## config.mk

```make
export PLATFORM = sky130hd
export DESIGN_NAME = extIrqDetect
export DESIGN_NICKNAME = d
export VERILOG_FILES = /design/src/rtl/extirq_pkg.sv /design/src/rtl/extirq_ctrl.sv /design/src/rtl/extirq_datapath.sv /design/src/rtl/extIrqDetect.sv
export SDC_FILE = /design/constraint.sdc
export NUM_CORES = 1
export LEC_CHECK = 0
export ABC_AREA = 0
export BUFFER_PORTS_ARGS = -buffer_cell sky130_fd_sc_hd__buf_4
export CAP_MARGIN = 20
export CELL_PAD_IN_SITES_DETAIL_PLACEMENT = 0
export CELL_PAD_IN_SITES_GLOBAL_PLACEMENT = 1
export CORE_AREA = 4 4 43 45
export CTS_CLUSTER_DIAMETER = 100
export DETAILED_ROUTE_END_ITERATION = 6
export DIE_AREA = 0 0 47 49
export GPL_TIMING_DRIVEN = 1
export PLACE_DENSITY = 0.73
export REMOVE_ABC_BUFFERS = 1
export SKIP_LAST_GASP = 1
export SLEW_MARGIN = 30
export SYNTH_ARGS = -nofsm -noshare
export SYNTH_HDL_FRONTEND = slang
export SYNTH_HIERARCHICAL = 1
export SYNTH_SLANG_ARGS = --single-unit
```

## constraint.sdc

```tcl
create_clock -name clk -period 1 [get_ports clk]
set_input_delay 0.1 -clock clk [delete_from_list [all_inputs] [get_ports clk]]
set_output_delay 0.1 -clock clk [all_outputs]
set_load 0.02 [all_outputs]
```

## src/rtl/extirq_pkg.sv

```systemverilog
package extirq_pkg;
  localparam int REG_W      = 8;
  localparam int BIT_INTEN  = 0;
  localparam int BIT_LEVEL  = 1;
  localparam int BIT_RISING = 2;
  localparam int BIT_PINEN  = 3;
  localparam int BIT_ACK    = 4;
  localparam int BIT_FLAG   = 5;
  localparam int BIT_PIN    = 6;

  typedef struct packed {
    logic pinEn;
    logic risingHigh;
    logic levelMode;
    logic intEn;
    logic ack;
  } irqStrobes_t;
endpackage

```

## src/rtl/extirq_ctrl.sv

```systemverilog
module extirq_ctrl
  import extirq_pkg::*;
(
  input  logic             clk,
  input  logic             rstN,
  input  logic             regWrite,
  input  logic [REG_W-1:0] regWdata,
  input  logic             flag,
  input  logic             pinLevel,
  output irqStrobes_t      strobes,
  output logic [REG_W-1:0] regRdata,
  output logic             irqOut
);
  logic pinEnQ, risingQ, levelQ, intEnQ;

  always_ff @(posedge clk or negedge rstN) begin
    if (!rstN) begin
      pinEnQ  <= 1'b0;
      risingQ <= 1'b0;
      levelQ  <= 1'b0;
      intEnQ  <= 1'b0;
    end else if (regWrite) begin
      pinEnQ  <= regWdata[BIT_PINEN];
      risingQ <= regWdata[BIT_RISING];
      levelQ  <= regWdata[BIT_LEVEL];
      intEnQ  <= regWdata[BIT_INTEN];
    end
  end

  always_comb begin
    strobes.pinEn      = pinEnQ;
    strobes.risingHigh = risingQ;
    strobes.levelMode  = levelQ;
    strobes.intEn      = intEnQ;
    strobes.ack        = regWrite & regWdata[BIT_ACK];
  end

  always_comb begin
    regRdata             = '0;
    regRdata[BIT_INTEN]  = intEnQ;
    regRdata[BIT_LEVEL]  = levelQ;
    regRdata[BIT_RISING] = risingQ;
    regRdata[BIT_PINEN]  = pinEnQ;
    regRdata[BIT_FLAG]   = flag;
    regRdata[BIT_PIN]    = pinLevel;
  end

  assign irqOut = flag & intEnQ;

  // a request needs the enable that was written
  a_r6_irq_needs_enable: assert property (@(posedge clk) disable iff (!rstN)
    irqOut |-> regRdata[BIT_INTEN]);
endmodule

```

## src/rtl/extirq_datapath.sv

```systemverilog
module extirq_datapath
  import extirq_pkg::*;
#(
  parameter int SYNC_STAGES = 2
) (
  input  logic        clk,
  input  logic        rstN,
  input  logic        pinRaw,
  input  logic        stopMode,
  input  irqStrobes_t strobes,
  output logic        flag,
  output logic        pinLevel,
  output logic        wakeOut,
  output logic        pullDown
);
  localparam int LAST = SYNC_STAGES - 1;

  logic [SYNC_STAGES-1:0] syncQ;
  logic pinSync, pinPrev;
  logic actNow, actPrev, edgeEv, levelEv, eventHit;

  generate
    for (genvar i = 0; i < SYNC_STAGES; i++) begin : g_sync
      always_ff @(posedge clk or negedge rstN) begin
        if (!rstN) syncQ[i] <= 1'b0;
        else if (i == 0) syncQ[i] <= pinRaw;
        else syncQ[i] <= syncQ[(i == 0) ? 0 : i - 1];
      end
    end
  endgenerate

  assign pinSync = syncQ[LAST];

  always_ff @(posedge clk or negedge rstN) begin
    if (!rstN) pinPrev <= 1'b0;
    else pinPrev <= pinSync;
  end

  // both samples judged with the current polarity, so a polarity change alone is no edge
  assign actNow   = strobes.risingHigh ? pinSync : ~pinSync;
  assign actPrev  = strobes.risingHigh ? pinPrev : ~pinPrev;
  assign edgeEv   = actNow & ~actPrev;
  assign levelEv  = actNow & strobes.levelMode;
  assign eventHit = strobes.pinEn & (edgeEv | levelEv);

  always_ff @(posedge clk or negedge rstN) begin
    if (!rstN) flag <= 1'b0;
    else if (eventHit) flag <= 1'b1;
    else if (strobes.ack) flag <= 1'b0;
  end

  assign pinLevel = strobes.pinEn & pinSync;
  assign wakeOut  = stopMode & strobes.pinEn & (pinRaw == strobes.risingHigh);
  assign pullDown = strobes.pinEn & strobes.risingHigh;

  // disabled pin never sets a clear flag
  a_r2_no_set_disabled: assert property (@(posedge clk) disable iff (!rstN)
    (!strobes.pinEn && !flag) |=> !flag);
  // held active level keeps the flag set
  a_r5_level_holds: assert property (@(posedge clk) disable iff (!rstN)
    (strobes.pinEn && strobes.levelMode && actNow) |=> flag);
  // an edge-mode rise needs a change between the samples
  a_r4_edge_needs_change: assert property (@(posedge clk) disable iff (!rstN)
    (!strobes.levelMode && !flag && strobes.pinEn && pinSync == pinPrev) |=> !flag);
  // acknowledge with nothing enabled clears the flag
  a_r7_ack_clears: assert property (@(posedge clk) disable iff (!rstN)
    (strobes.ack && !strobes.pinEn) |=> !flag);
  // wake only in stop mode
  a_r9_wake_in_stop: assert property (@(posedge clk) disable iff (!rstN)
    wakeOut |-> stopMode);
endmodule

```

## src/rtl/extIrqDetect.sv

```systemverilog
module extIrqDetect
  import extirq_pkg::*;
#(
  parameter int SYNC_STAGES = 2
) (
  input  logic             clk,
  input  logic             rstN,
  input  logic             pinRaw,
  input  logic             stopMode,
  input  logic             regWrite,
  input  logic [REG_W-1:0] regWdata,
  output logic [REG_W-1:0] regRdata,
  output logic             irqOut,
  output logic             wakeOut,
  output logic             pullDown
);
  irqStrobes_t strobes;
  logic flag, pinLevel;

  extirq_ctrl u_ctrl (
    .clk(clk), .rstN(rstN), .regWrite(regWrite), .regWdata(regWdata),
    .flag(flag), .pinLevel(pinLevel), .strobes(strobes),
    .regRdata(regRdata), .irqOut(irqOut)
  );

  extirq_datapath #(.SYNC_STAGES(SYNC_STAGES)) u_dp (
    .clk(clk), .rstN(rstN), .pinRaw(pinRaw), .stopMode(stopMode),
    .strobes(strobes), .flag(flag), .pinLevel(pinLevel),
    .wakeOut(wakeOut), .pullDown(pullDown)
  );

  // pulldown only requested for the enabled pin
  a_r10_pull_enabled: assert property (@(posedge clk) disable iff (!rstN)
    pullDown |-> regRdata[BIT_PINEN]);
endmodule

```

==> summary.log <==
[yosys] Gate Count Post-Synth 35
[clocking] TritonCTS clock tree built
[clocking] largest buffer count on any clock path 2
[sta] maximum clock frequency 846 MHz
[routing] detailed-route DRC error count 0
[routing] via count normalized by instance count 3.94
[sta] smallest setup slack after layout -183 ps
[sta] final slew viol count 0
[worst_setup_path] sort of element at the end of the critical path primary output
[worst_setup_path] kind of cell adding the most delay to the critical path flip-flops
[routing] router iterations before antenna repair 3
[yosys] average cell area after synthesis 11.7 um2
[power_and_ir_drop] total leakage power 0.284 nW
[routing] via count of the routed design 268
[routing] Post-Route WL 729 um
[sta] Final Hold Viols 0
[layout] Syn-to-layout area delta 40.2%
[power_and_ir_drop] VDD IR-drop max 0.539 mV
[die] area of the die 2300 um2
[worst_setup_path] data arrival time of the critical path 1080 ps
[layout] number of diodes 0
[routing] average detailed-routed wire length per instance 10.7 um
[clocking] H-tree lvl count 1
[layout] top library cells by usage in the layout, fill and taps aside sky130_fd_sc_hd__buf_4, sky130_fd_sc_hd__dfrtp_1, sky130_fd_sc_hd__mux2_2
[grt] Overflow after GRT 0
[clocking] clock root buffer sky130_fd_sc_hd__clkbuf_4
[die] starting density of the core 27.7%
[layout] net total in the final layout 67
[placed_design] PortBufs 18
[die] Die Ht 49 um
[worst_setup_path] Crit path required time 900 ps
[worst_setup_path] cells traversed along the worst timing path xnor2_1, and3_1, buf_6
[flow_run] number of violations of the max-capacitance limit 0
[routing] post-route ant nets 0
[clocking] Worst-path clk slew 50 ps
[min_path] path category of the worst min-delay check in2reg
[grt] wire length of the first global-routing pass 1.22 mm
[grt] largest net degree at the start of global routing 9
[die] die width 47 um
[routing] violation count after the first detailed-route iteration 4
[layout] Register Area 200 um2
[worst_setup_path] peak fanout along the critical path 3
[sta] setup violators final 7
[power_and_ir_drop] PnR Total Power 0.890 mW
[sta] total negative setup slack -428 ps
[power_and_ir_drop] power density over the cells 1560 nW/um2
[clocking] total clock buffers created by CTS 3
[die] Core Region 1470 um2
[layout] share of layout cells above drive strength 1 61.5%
[yosys] combined area of all synthesized cells 408 um2
[grt] overall global routing resource usage 7.17%
[sta] RSZ-0062 raised after global routing yes
[grt] number of antenna violations at the first check in global routing 0
[status] result of the run finished, violations left
[sta] minimum period implied by the final worst setup slack 1180 ps
[layout] summed area of non-filler cells in the final layout 572 um2
[placed_design] weighted congestion reported at the end of routability-driven placement 0.622
[sta] worst setup skew after layout 4.89 ps
[die] row count 14
[layout] multi-input gate area in the final layout 129 um2
[layout] Layout fillers 158
[worst_setup_path] Buf+Inv Stages, Crit Path 1
[status] violations in the final reports negative setup slack
[layout] commonest non-fill, non-tap cell in the layout sky130_fd_sc_hd__buf_4
[yosys] yosys warns 6
[worst_setup_path] peak per-stage delay on the critical path 400 ps
[worst_setup_path] type of origin of the critical path flop
[clocking] number of sinks on the clock net 8
[worst_setup_path] slowest cell on the critical path sky130_fd_sc_hd__dfrtp_1
[worst_setup_path] type of the worst setup path reg2out
[grt] number of global-route vias before repair 273
[die] IO Count 24
[placed_design] area of placed instances 484 um2
[sta] fraction of the cycle the final worst path needs 118%
[clocking] source-to-sink clock delay at the later pin of the worst-skew pair 250 ps
[placed_design] worst slack after detailed placement 16.7 ps
## through the flow
step	std cells	util [%]	hold WS [ps]
global placement	59	32.9	-78.1
detailed placement	59	32.9	-75.7
CTS	67	38.2	76.6
global route	68	38.9	81.0
floorplan	25	-	-196
finish	68	38.9	86.6
## worst paths after layout
path                                            start  cells after the start                         end  slack, ps
max                        u_ctrl/risingQ$_DFFE_PN0P_                      3                     wakeOut       -180
min                                       regWdata[2]                      2  u_ctrl/risingQ$_DFFE_PN0P_         90
max reg2reg                u_ctrl/risingQ$_DFFE_PN0P_                      5       u_dp/flag$_DFFE_PN0P_        -70
min reg2reg                   u_dp/syncQ[0]$_DFF_PN0_                      0      u_dp/pinSync$_DFF_PN0_        360
max in group asynchronous                        rstN                      2   u_ctrl/pinEnQ$_DFFE_PN0P_        650
min in group asynchronous                        rstN                      2  u_ctrl/risingQ$_DFFE_PN0P_        220
## registers in the layout (all words and copies together), names as in the netlist
name / count
u_ctrl/risingQ: 1
u_ctrl/intEnQ: 1
u_dp/flag: 1
u_dp/pinPrev: 1
u_dp/pinSync: 1
u_ctrl/levelQ: 1
u_dp/syncQ: 1
u_ctrl/pinEnQ: 1
## timing repair
action,4_1_cts,5_1_grt
setup buffers,3,1
pin swaps,2,2
endpoints found under the hold margin,9,0
endpoints found under the setup margin,4,5
gates resized for setup,4,1
hold buffers,2,0
## where the power goes
part           total, mW  switching (mW)  internal [mW]
Sequential         0.381          0.0243          0.357
Clock              0.236          0.0991          0.137
Combinational      0.273           0.121          0.151
Total              0.890           0.245          0.645
## metal layers
layer	track usage, %	vias to the layer above	wire (um)
met2	11.3	9	410
met5	0	-	0
met1	8.80	124	260
li1	-	135	-
met3	2.21	0	58
met4	2.76	0	0
## layout make-up
type	count	share of cell area, %
flip-flops and latches	8	35.0
multi-input cells	16	22.5
well taps	16	3.50
clock buffers	3	3.94
repair buffers	24	34.4
inverters	1	0.656
(Power assumes the default switching activity.)
